## src/rtl/cflag_pkg.sv

```systemverilog
// Package: shared types for the condition flag update unit.
// Assumes flags are ordered {N, Z, C, V} from bit 3 down to bit 0.
package cflag_pkg;

    localparam int FLAG_CNT = 4;
    localparam int IDX_N    = 3;
    localparam int IDX_Z    = 2;
    localparam int IDX_C    = 1;
    localparam int IDX_V    = 0;

    typedef logic [FLAG_CNT-1:0] flags_t;

    // Instruction classes as seen by the flag logic
    typedef enum logic [2:0] {
        CLS_ARITH = 3'd0,
        CLS_LOGIC = 3'd1,
        CLS_CMP   = 3'd2,
        CLS_TST   = 3'd3,
        CLS_NONE  = 3'd4
    } cls_e;

endpackage

```

## src/rtl/cflag_instr_eval.sv

```systemverilog
// Module: cflag_instr_eval
// Works out whether a retiring instruction updates the flags, and the
// resulting flag vector. Assumes the ALU signals are valid in the strobe
// cycle. Overflow is carried over from cur_i for logical-type classes.
module cflag_instr_eval
    import cflag_pkg::*;
#(
    parameter int DATA_W = 32
) (
    input  logic              vld_i,
    input  logic [2:0]        cls_i,
    input  logic              set_i,
    input  logic [DATA_W-1:0] res_i,
    input  logic              add_c_i,
    input  logic              add_v_i,
    input  logic              sh_c_i,
    input  flags_t            cur_i,
    output logic              upd_o,
    output flags_t            nxt_o
);

    cls_e cls;
    logic upd_raw;
    logic use_adder;

    assign cls = cls_e'(cls_i);

    // Decode the update request and the carry/overflow source from the class
    always_comb begin
        upd_raw   = 1'b0;
        use_adder = 1'b0;
        case (cls)
            CLS_ARITH: begin upd_raw = set_i; use_adder = 1'b1; end
            CLS_LOGIC: begin upd_raw = set_i; use_adder = 1'b0; end
            CLS_CMP:   begin upd_raw = 1'b1;  use_adder = 1'b1; end
            CLS_TST:   begin upd_raw = 1'b1;  use_adder = 1'b0; end
            default:   begin upd_raw = 1'b0;  use_adder = 1'b0; end
        endcase
    end

    assign upd_o = vld_i & upd_raw;

    // Build the per-flag result values
    always_comb begin
        nxt_o        = cur_i;
        nxt_o[IDX_N] = res_i[DATA_W-1];
        nxt_o[IDX_Z] = ~|res_i;
        nxt_o[IDX_C] = use_adder ? add_c_i : sh_c_i;
        nxt_o[IDX_V] = use_adder ? add_v_i : cur_i[IDX_V];
    end

endmodule

```

## src/rtl/cflag_src_mux.sv

```systemverilog
// Module: cflag_src_mux
// Picks the next flag value from three sources with fixed priority:
// exception-return restore, then direct write, then instruction update.
// Assumes the write fields are already cut down to the top four bits.
module cflag_src_mux
    import cflag_pkg::*;
(
    input  logic   xret_vld_i,
    input  flags_t xret_fld_i,
    input  logic   dwr_vld_i,
    input  flags_t dwr_fld_i,
    input  flags_t dwr_mask_i,
    input  logic   ins_upd_i,
    input  flags_t ins_nxt_i,
    input  flags_t cur_i,
    output logic   ld_o,
    output flags_t nxt_o
);

    flags_t dwr_merged;

    // Per-flag merge of the direct write under its mask
    for (genvar g = 0; g < FLAG_CNT; g++) begin : g_dwr
        assign dwr_merged[g] = dwr_mask_i[g] ? dwr_fld_i[g] : cur_i[g];
    end

    // Priority select among the write sources
    always_comb begin
        if (xret_vld_i) begin
            ld_o  = 1'b1;
            nxt_o = xret_fld_i;
        end else if (dwr_vld_i) begin
            ld_o  = 1'b1;
            nxt_o = dwr_merged;
        end else begin
            ld_o  = ins_upd_i;
            nxt_o = ins_nxt_i;
        end
    end

endmodule

```

## src/rtl/cflag_reg.sv

```systemverilog
// Module: cflag_reg
// Flag storage register with load enable and synchronous active-low reset
// to all zeros. Holds its value indefinitely while ld_i is low.
module cflag_reg
    import cflag_pkg::*;
(
    input  logic   clk,
    input  logic   rst_n,
    input  logic   ld_i,
    input  flags_t d_i,
    output flags_t q_o
);

    // Store the flags
    always_ff @(posedge clk) begin
        if (!rst_n) begin
            q_o <= '0;
        end else if (ld_i) begin
            q_o <= d_i;
        end
    end

endmodule

```

## src/rtl/cflag_unit.sv

```systemverilog
// Module: cflag_unit (top)
// Condition flag update unit. It takes an instruction-driven update, a
// masked direct status write and an exception-return restore. It keeps
// {N, Z, C, V}. Assumes each strobe is a one-cycle pulse and that the
// flag fields sit in the top four bits of the write words.
module cflag_unit
    import cflag_pkg::*;
#(
    parameter int DATA_W = 32
) (
    input  logic              clk,
    input  logic              rst_n,
    input  logic              instr_vld,
    input  logic [2:0]        instr_cls,
    input  logic              instr_set,
    input  logic [DATA_W-1:0] alu_res,
    input  logic              add_cout,
    input  logic              add_ovf,
    input  logic              shf_cout,
    input  logic              dwr_vld,
    input  logic [DATA_W-1:0] dwr_val,
    input  logic [3:0]        dwr_mask,
    input  logic              xret_vld,
    input  logic [DATA_W-1:0] xret_val,
    output logic [3:0]        flags
);

    localparam int FLD_LO = DATA_W - FLAG_CNT;

    flags_t cur;
    flags_t ins_nxt;
    flags_t sel_nxt;
    logic   ins_upd;
    logic   sel_ld;
    logic   unused_low;

    // Lower word bits carry no flag information
    assign unused_low = ^{dwr_val[FLD_LO-1:0], xret_val[FLD_LO-1:0]};

    cflag_instr_eval #(.DATA_W(DATA_W)) u_eval (
        .vld_i   (instr_vld),
        .cls_i   (instr_cls),
        .set_i   (instr_set),
        .res_i   (alu_res),
        .add_c_i (add_cout),
        .add_v_i (add_ovf),
        .sh_c_i  (shf_cout),
        .cur_i   (cur),
        .upd_o   (ins_upd),
        .nxt_o   (ins_nxt)
    );

    cflag_src_mux u_mux (
        .xret_vld_i (xret_vld),
        .xret_fld_i (xret_val[DATA_W-1:FLD_LO]),
        .dwr_vld_i  (dwr_vld),
        .dwr_fld_i  (dwr_val[DATA_W-1:FLD_LO]),
        .dwr_mask_i (dwr_mask),
        .ins_upd_i  (ins_upd),
        .ins_nxt_i  (ins_nxt),
        .cur_i      (cur),
        .ld_o       (sel_ld),
        .nxt_o      (sel_nxt)
    );

    cflag_reg u_reg (
        .clk   (clk),
        .rst_n (rst_n),
        .ld_i  (sel_ld),
        .d_i   (sel_nxt),
        .q_o   (cur)
    );

    assign flags = cur;

endmodule

```

## config.mk

```make
export PLATFORM = sky130hd
export DESIGN_NAME = cflag_unit
export DESIGN_NICKNAME = d
export VERILOG_FILES = /design/src/rtl/cflag_pkg.sv /design/src/rtl/cflag_instr_eval.sv /design/src/rtl/cflag_src_mux.sv /design/src/rtl/cflag_reg.sv /design/src/rtl/cflag_unit.sv
export SDC_FILE = /design/constraint.sdc
export NUM_CORES = 1
export LEC_CHECK = 0
export ABC_CLOCK_PERIOD_IN_PS = 2560
export BUFFER_PORTS_ARGS = -buffer_cell sky130_fd_sc_hd__buf_2
export CAP_MARGIN = 20
export CORE_MARGIN = 4
export CORE_UTILIZATION = 20
export CTS_BUF_LIST = sky130_fd_sc_hd__clkbuf_4 sky130_fd_sc_hd__clkbuf_8
export DETAILED_ROUTE_END_ITERATION = 10
export PLACE_DENSITY = 0.87
export RECOVER_POWER = 100
export SYNTH_ARGS = -nofsm -noshare
export SYNTH_HDL_FRONTEND = slang
export SYNTH_SLANG_ARGS = --single-unit
```

## constraint.sdc

```tcl
create_clock -name clk -period 2.56 [get_ports clk]
set_input_delay 0.256 -clock clk [delete_from_list [all_inputs] [get_ports clk]]
set_output_delay 0.256 -clock clk [all_outputs]
set_load 0.005 [all_outputs]
```

Word-level counts from Yosys, hierarchy flattened
Cells that the tools add are included.
- logic and storage cells: 35
- output and inout bits: 4
- flip-flop bits (word level): 4
- reductions and logical operators: 11
- bitwise gates (word level): 1
- eq/ne operators: 7
- mux-type cells: 12
- operators with widths (kind ; number):
    OR reduction 32 bit ; 1
    inequality test 3 x 1 -> 1 bit (second input constant) ; 4
    2-to-1 mux 1 bit ; 9
    2-to-1 mux 4 bit ; 2
    == test 3 x 2 -> 1 bit (second input constant) ; 2
    AND reduction 2 bit ; 3
    OR reduction 2 bit ; 3
    == test 3 x 1 -> 1 bit (second input constant) ; 1
    logical NOT 3 bit ; 1
    AND reduction 3 bit ; 1
    nonzero test 3 bit ; 1
    one-hot mux 1 bit (2 select lines) ; 1
    AND 1 bit ; 1
    logical NOT 1 bit ; 1

Depth between registers and ports, before layout
Gate-level depths: netlist of run 1.
- depth after elaboration: 7
- gate-level depth with buffers: 5
- mapped depth without buffers: 4

Cells and area by module
Synthesis of run 1 repeated with hierarchy kept, for this count alone.
- cell total of the unflattened synthesis: 46
- area, all modules: 414.1 µm²
- by module, submodules not included (module ; instances ; cells an instance ; area an instance (µm²)):
    cflag_reg ; 1 ; 13 ; 156.4
    cflag_src_mux ; 1 ; 16 ; 140.1
    cflag_instr_eval ; 1 ; 17 ; 117.6

Least setup slack after synthesis of run 1
OpenSTA, ideal clock, no wires.
- kind: input to register
- start point: input port instr_cls[1]
- end point: register u_reg.q_o[2]
- buffers on the path: 0
- path slack: 1404 ps
- library setup time: 116 ps
- arrival: 1040 ps
- cell stages on the path: 4
- cells stage by stage: o21ai_2 > nor3_1 > or4b_1 > o211a_1
- longest elaborated chain between the ends: 7
- elaborated cells on any way between the ends: 11
- classes of those cells: eq/ne: 3; mux: 3; bitwise: 1; reduce/logical: 4
- ends and longest elaborated chain (what ; line ; RTL):
    start, declared ; cflag_unit.sv:14 ; input logic [2:0] instr_cls,
    == test 3 x 2 -> 1 bit, or another cell as far along ; cflag_instr_eval.sv:32 ; case (cls)
    OR reduction 2 bit (no source line) ; -- ;
    one-hot mux 1 bit (2 select lines) (*) ; cflag_instr_eval.sv:32 ;
    AND 1 bit (*) ; cflag_instr_eval.sv:41 ; assign upd_o = vld_i & upd_raw;
    2-to-1 mux 1 bit (*) ; cflag_src_mux.sv:32 ; end else if (dwr_vld_i) begin
    2-to-1 mux 1 bit (*) ; cflag_src_mux.sv:29 ; if (xret_vld_i) begin
    AND reduction 2 bit (no source line) (*) ; -- ;
    end signal, assigned ; cflag_reg.sv:19 ; q_o <= d_i;
    end, declared ; cflag_reg.sv:11 ; output flags_t q_o
Every way passes the cells marked *; elsewhere a longest branch is shown, timed or not.
A chain may end at the register's enable or synchronous reset.

Worst setup path in the final report of run 1
- start point: input port dwr_vld
- end point: register u_reg.q_o[2]
- longest elaborated chain between the ends: 3
- elaborated cells on any way between the ends: 6
- classes of those cells: eq/ne: 1; mux: 4; reduce/logical: 1
- ends and longest elaborated chain (what ; line ; RTL):
    start, declared ; cflag_unit.sv:20 ; input logic dwr_vld,
    2-to-1 mux 1 bit ; cflag_src_mux.sv:32 ;
    2-to-1 mux 1 bit ; cflag_src_mux.sv:29 ;
    AND reduction 2 bit (no source line) ; -- ;
Parallel ways exist; a longest one is shown, timed or not.

==> flow_results.org, run 1 <==
** Run status
- The run finished with clean final reports.

** Yosys
- Share of the yosys chip area belonging to registers :: 21.7%
- Yosys top cell area share :: 21.7%
- Synthesis produced a netlist whose cell count is 52.
- Synth Net Count :: 164
- After synthesis, the cell types taking the most area are sky130_fd_sc_hd__dfxtp_1 22%, sky130_fd_sc_hd__nor4_1 14%, sky130_fd_sc_hd__mux2i_1 8.1%, sky130_fd_sc_hd__nand2_1 8.1%, sky130_fd_sc_hd__o21ai_0 6.8%.
- Number of synthesized flops with an enable pin :: 0
- After synthesis the cells add up to 369 um2.
- The number of different library cells used by synthesis comes to 21.
- Of all cell types, the one taking the most synthesized area is sky130_fd_sc_hd__dfxtp_1.
- A synthesized cell averages 7.10 um2.
- Number of warnings printed during yosys synthesis :: 0
- Counting instances in the post-synthesis netlist gives the leading cell types as 8 x sky130_fd_sc_hd__nand2_1, 8 x sky130_fd_sc_hd__nor4_1, 5 x sky130_fd_sc_hd__o21ai_0.
- Top flip-flop cell by instance count after synthesis :: sky130_fd_sc_hd__dfxtp_1
- Counting flops and latches in the post-synthesis netlist gives 4.
- Fraction of synthesis flops using an asynchronous set or reset pin :: 0%

** Route
- 1st-iter DRT viols :: 4
- In the final routed layout, each cell accounts on average for 12.2 um.
- The final layout contains routed wiring with a total length of 1670 um.
- After detailed routing, the number of remaining DRC violations is 0.
- Post-DRT Antenna Nets :: 0
- Total number of vias :: 626
- Length of the first detailed-routing pass in iterations :: 3
- Avg Vias per Cell :: 4.57

** Clocking
- TritonCTS built the clock tree.
- Clock latency of the later-clocked register in the worst-skew pair :: roughly 0.24 ns
- Counting the buffers created by CTS gives 3.
- After clock tree synthesis, the clock-pin slew on the worst setup and hold paths is 0.04 ns.
- In this run the post-CTS setup repair buffer count came out at 0.
- In this run the deepest clock path goes through 2 buffers.
- Counting every sink on the clock net gives 4.
- Number of buffers inserted by hold repair at cts :: 0
- After clock tree synthesis, the repair step resized 0 gates.
- In this run the number of H-tree levels came out at 1.
- CTS placed an instance of sky130_fd_sc_hd__clkbuf_4 at the clock tree root.

** Die
- Starting Density :: 21.1%
- Width of the chip :: 51.0 um
- Overall die height :: between 50 and 60 um
- FP Rows :: 15
- Core box area :: ~0.0017 mm2
- The die covers 0.00260 mm2.
- Number of top-level design ports :: roughly 120

** Finish
- Cells with a size suffix above 1 make up 52.7% of the layout.
- Largest register FFs :: 4
- Area growth, synth to finish :: 88.1%
- More flip-flops sit in one register than any other, and that register is u_reg.q_o.
- Antenna diode instance count :: 0
- Number of nets in the layout :: 226
- Final non-filler cell total :: 137
- The largest registers in the layout are u_reg.q_o (4).

** Placed design
- Hpwl dp :: 1490 um
- Once placement completed, the tool counted placed cells totaling 134.
- During placement, the flow inserted port buffers numbering 59.
- Pre-CTS worst setup slack :: about 1.1 ns
- Routability-driven placement finished with a final weighted congestion of 0.720.

** Power and ir drop
- Standby leakage power :: 0.357 nW
- The design draws 0.000230 W.
- Pwr Density :: 331 mW/mm2
- Across the VDD grid, the largest voltage drop is 0.124 mV.

** Timing
- Setup repair after global routing left no endpoint under its margin.
- Setup slack closes at around 1.2 ns.
- Between clock sinks in the finished design, the worst skew comes to 0 ns.
- Min Clock Period, post-route :: 1.36 ns
- The number of slew-limit violations in the final report is 0.
- Final Hold Fails :: 0
- Timing would allow up to between 700 and 800 MHz.
- In the final timing run, aggregate negative setup slack is 0 ns.
- Setup violators final :: 0
- Share of the cycle needed by the critical path after routing :: between 50% and 60%
- For the pin with the worst max-slew slack, the measured transition is 0.580 ns.
- In this run the tightest slew margin relative to its limit is a little over 60%.

** GRT
- Antenna violations before repair :: 0
- For this run the aggregate overflow at the end of global routing stands at 0.
- For this run, the total global-route usage over all layers was measured as between 10 and 15%.
- The first global-routing pass estimated about 2700 um of wire.
- The number of global-route vias before repair was 678.
- Largest net degree at the start of global routing :: 14

** Worst hold path
- Min-delay worst type :: input port to register
- Cell count of the worst hold path :: 2

** Run
- The tool flagged a number of max-cap violations equal to 0.

** Setup path
- Data arrives at the worst endpoint at 1.50 ns.
- STA classifies the critical path endpoint as a register.
- The setup path with the least slack is of type input port to register.
- Critical path peak fanout :: 13
- Startpoint types :: input port
- Depth of the most critical reg-to-reg path :: 2
- At the worst endpoint, the required time is approximately 2.7 ns.
==> placed cells by master, fill, tap and decap left out, drive strengths merged <==
cell	Yosys	routed
nand4	1	1
clkbuf	0	6
a32oi	1	1
mux2i	3	3
nand2	8	8
inv	1	1
or4	1	1
o41ai	1	1
nor2	3	3
o31ai	2	2
nor4	8	8
dfxtp	4	4
o21ai	6	6
a211oi	1	1
nor3	2	2
a21oi	4	4
or4b	1	1
nand3	2	2
buf	2	56
o211a	1	1
==> final cells by class <==
| cell class | instances | area (um2) |
|---|---|---|
| Timing Repair Buffer | 59 | 292 |
| Sequential cell | 4 | 80.1 |
| Fill cell | 204 | 1050 |
| Inverter | 1 | 3.75 |
| Clock buffer | 3 | 22.5 |
| Tap cell | 25 | 31.3 |
| Multi-Input combinational cell | 45 | 265 |
==> path summary, 6_finish.rpt <==
path,start,endpoint,slack [ns]
worst max-delay path,dwr_vld,u_reg.q_o[2],1.20
worst min-delay path,rst_n,u_reg.q_o[2],0.32
worst max register to register,u_reg.q_o[2],u_reg.q_o[2],1.51
worst min register to register,u_reg.q_o[3],u_reg.q_o[3],0.46
==> metal layers <==
metal,track usage (%),vias up,routed length (um)
li1,-,329,-
met1,12.4,276,579
met2,25.8,16,962
met3,5.83,5,84
met4,7.62,0,38
met5,0,-,0
==> cell families (layout without fill, tap and decap cells) <==
| family | after synthesis | count (layout) | share of synthesized area, % |
|---|---|---|---|
| AO/OA/AOI/OAI | 16 | 16 | 28.1 |
| buffers and inverters | 3 | 63 | 5.42 |
| flip-flops | 4 | 4 | 21.7 |
| multiplexers | 3 | 3 | 8.14 |
| AND/OR/NAND/NOR | 26 | 26 | 36.6 |
==> metrics by stage <==
step | hold WS, ns | instance area, um2 | utilization [%]
after CTS | 0.309 | 702 | 40.2
final | 0.316 | 694 | 39.8
after global placement | 0.447 | 679 | 38.9
after floorplan | 0.386 | 369 | -
after detailed placement | 0.448 | 679 | 38.9
after global routing | 0.318 | 694 | 39.8
==> worst max-delay path, cell delays in order <==
cell	delay (ns)
sky130_fd_sc_hd__clkbuf_1	0.44
sky130_fd_sc_hd__nor3_1	0.18
sky130_fd_sc_hd__or4b_1	0.50
sky130_fd_sc_hd__o211a_1	0.12
==> where the power goes <==
part / leakage (nW) / switching [W] / internal [W] / total, W
registers: 0.0331 / 0.00000248 / 0.0000679 / 0.0000704
logic: 0.310 / 0.0000332 / 0.0000445 / 0.0000777
clock network: 0.0138 / 0.0000290 / 0.0000526 / 0.0000816
No activity file was read; power rests on OpenSTA's default activity.
==> inputs of run 2 (changes only) <==
--- a/config.mk
+++ b/config.mk
@@ -5,14 +5,14 @@
 export SDC_FILE = /design/constraint.sdc
 export NUM_CORES = 1
 export LEC_CHECK = 0
-export ABC_CLOCK_PERIOD_IN_PS = 2560
+export ABC_CLOCK_PERIOD_IN_PS = 1410
 export BUFFER_PORTS_ARGS = -buffer_cell sky130_fd_sc_hd__buf_2
 export CAP_MARGIN = 20
 export CORE_MARGIN = 4
-export CORE_UTILIZATION = 20
+export CORE_UTILIZATION = 19
 export CTS_BUF_LIST = sky130_fd_sc_hd__clkbuf_4 sky130_fd_sc_hd__clkbuf_8
 export DETAILED_ROUTE_END_ITERATION = 10
-export PLACE_DENSITY = 0.87
+export PLACE_DENSITY = 0.83
 export RECOVER_POWER = 100
 export SYNTH_ARGS = -nofsm -noshare
 export SYNTH_HDL_FRONTEND = slang
==> constraint.sdc (replaced) <==
create_clock -name clk -period 1.41 [get_ports clk]
set_input_delay 0.141 -clock clk [delete_from_list [all_inputs] [get_ports clk]]
set_output_delay 0.141 -clock clk [all_outputs]
set_load 0.005 [all_outputs]
==> flow_results.org, run 2 (synthesis results as in run 1) <==
** Run status
- The run finished with clean final reports.

** Setup path
- Measured in cells, the most critical reg-to-reg path has a length of 2.
- CP max-delay cell :: sky130_fd_sc_hd__or4_1
- Timing startpoint of the critical path :: dwr_vld
- STA classifies the critical path startpoint as an input port.
- Flop-to-flop setup slack :: 0.35 ns
- Longest individual stage delay on the worst path :: 0.58 ns
- Worst EP arrival :: 1.24 ns
- Family with the most delay on the worst path :: simple AND/OR/NAND/NOR gates
- Buffer and inverter count on the worst path :: 1
- Walking the worst path, the cells encountered are clkbuf_1 > or4_1 > a32oi_1 > a21oi_1.
- Worst reg2reg path startpoint :: u_reg.q_o[2]
- Critical path peak fanout :: 9
- Worst setup endpoint :: u_reg.q_o[1]
- Worst setup EP type :: register
- Worst flop-to-flop path endpoint :: u_reg.q_o[2]
- Cell count along the critical path :: 4
- The critical path is of the input port to register type.
- Critical path required time :: ~1.5 ns

** Placed design
- Global placer's final weighted congestion :: 0.837
- Pre-CTS worst setup slack :: 0.102 ns
- Hpwl dp :: 1490 um
- Count of buffers inserted at the top-level ports :: 59

** Power and ir drop
- Cell internal power dissipation :: 0.000302 W
- Combinational share of power :: about a third
- Standby leakage power :: roughly 0.36 nW
- NetSw :: 0.000115 W
- VDD IR-drop max :: 0.237 mV
- Clock power share :: 34.4%
- For this design the ratio of total power to cell area is between 500 and 600 mW/mm2.
- Net switching is between 20 and 30% of the power.
- Sequential cells account for 30.6% of the total power.

** Timing
- Based on the critical path, the design can be clocked at up to 880 MHz.
- The number of slew-limit violations in the final report came to 0.
- Worst-case setup margin in the final layout :: 0.274 ns
- After layout, the minimum clock period comes to 1.14 ns.
- Summed over all failing endpoints, the final setup total negative slack is 0 ns.
- Share of the cycle needed by the critical path after routing :: 80.6%
- The final hold violation count was 0.
- For the final database, setup skew stands at 0 ns.
- Setup violations remaining at the end of the flow were counted as 0.
- Max transition margin :: 73.0%
- Setup repair after global routing left no endpoint under its margin.
- Transition time at the pin with the least slew margin :: 0.399 ns

** Finish
- Compared with the post-synthesis result, the final layout area differs by 91.2%.
- Highest-count cells in the layout ignoring fill and taps :: 56 x sky130_fd_sc_hd__buf_2, 8 x sky130_fd_sc_hd__nand2_1, 8 x sky130_fd_sc_hd__nor4_1
- The sequential cells in the finished layout cover a total of around 80 um2.
- Multi-input gate area :: about 270 um2
- Most common cell after layout, fill and taps aside :: sky130_fd_sc_hd__buf_2
- Antenna diode instance count :: 0
- The register with the most flip-flops in the layout has 4 of them.
- The net count of the finished layout is 227.
- Largest regs :: u_reg.q_o (4)
- In the final layout, the share of cells above drive strength 1 is between 50% and 60%.
- # fillers :: 200
- Largest reg by FF count :: u_reg.q_o

** GRT
- The initial antenna violation count was 0.
- GRT Overall Usage :: 13.0%
- Congestion Overflow GR :: 0
- Largest net degree at the start of global routing :: 14
- The number of global-route vias before repair is 638.
- Global-route wire length before repair :: around 2600 um

** Die
- Width of the chip :: 52.1 um
- FP Rows :: 15
- Core box area :: 0.00178 mm2
- Number of top-level design ports :: 116
- Starting Density :: around a fifth
- Overall die height :: between 50 and 60 um
- Die Footprint :: 0.00271 mm2

** Run
- The tool flagged a number of max-cap violations equal to 0.

** Route
- Post-DRT Antenna Nets :: 0
- Total number of vias :: 630
- Wires add up to ~1700 um.
- The first TritonRoute pass finished after 4 iterations.
- In the final routed layout, each cell accounts on average for ~12 um.
- 1st-iter DRT viols :: 6
- For this run, design rule violations remaining after detail routing come to 0.
- Using the TritonRoute via totals, the vias-per-cell ratio works out to roughly 4.6.

** Clocking
- Number of buffers created by CTS :: 3
- # H-tree levels :: 1
- Clock Pin Slew Worst Setup and Hold Paths :: 0.04 ns
- Clock latency of the later-clocked register in the worst-skew pair :: 0.23 ns
- CTS placed an instance of sky130_fd_sc_hd__clkbuf_4 at the clock tree root.
- Count of clock tree sinks :: 4
- Once the clock tree was built, the resizer swapped 0 gates to a different size.
- Clock tree from TritonCTS :: yes
- After clock tree synthesis, the flow added hold-fix buffers numbering 0.
- The clock passes through at most 2 buffers.
- After clock tree synthesis, the setup repair step added 0 buffers.

** Worst hold path
- Min-delay worst type :: input port to register
run 2: cell type report:
cell class                      instances  area share, %
Sequential cell                         4           11.3
Multi-Input combinational cell         45           38.1
Timing Repair Buffer                   60           42.4
Tap cell                               25           4.43
Inverter                                1          0.532
Clock buffer                            3           3.19
run 2: worst min path at each step:
stage	slack [ns]	start	to	cells after the start
5_1_grt	0.21	rst_n	u_reg.q_o[2]	2
2_1_floorplan	0.27	rst_n	u_reg.q_o[0]	2
6_report	0.21	rst_n	u_reg.q_o[3]	3
3_3_place_gp	0.44	xret_val[29]	u_reg.q_o[1]	3
3_5_place_dp	0.45	rst_n	u_reg.q_o[3]	3
4_1_cts	0.20	rst_n	u_reg.q_o[3]	3
run 2: per-stage QoR:
step	power (W)	util (%)	cell area [um2]	cells	hold WS (ns)
after floorplan	0.000179	-	369	52	0.271
after global placement	0.000271	38.5	687	135	0.439
after detailed placement	0.000276	38.5	687	135	0.448
after CTS	0.000427	39.8	709	138	0.203
after global routing	0.000459	39.6	706	138	0.215
final	0.000417	39.6	706	138	0.211
run 2: power groups by stage:
stage / logic [W] / clock network, W / registers (W)
final: 0.000146 / 0.000143 / 0.000128
after global routing: 0.000163 / 0.000168 / 0.000129
after CTS: 0.000149 / 0.000152 / 0.000127
after detailed placement: 0.000148 / 0 / 0.000129
after global placement: 0.000142 / 0 / 0.000129
after floorplan: 0.0000491 / 0 / 0.000130
run 2: routing by layer:
| layer | wire length, um | vias up | track usage (%) |
|---|---|---|---|
| met5 | 0 | - | 0 |
| met2 | 956 | 17 | 23.4 |
| met4 | 33 | 0 | 8.73 |
| met3 | 113 | 4 | 4.87 |
| met1 | 578 | 276 | 12.0 |
| li1 | - | 333 | - |
run 2: worst reg2reg max path, stage by stage, from the launching register on:
cell and delay [ns]:
sky130_fd_sc_hd__dfxtp_1 0.30, sky130_fd_sc_hd__or4b_1 0.52, sky130_fd_sc_hd__o211a_1 0.12
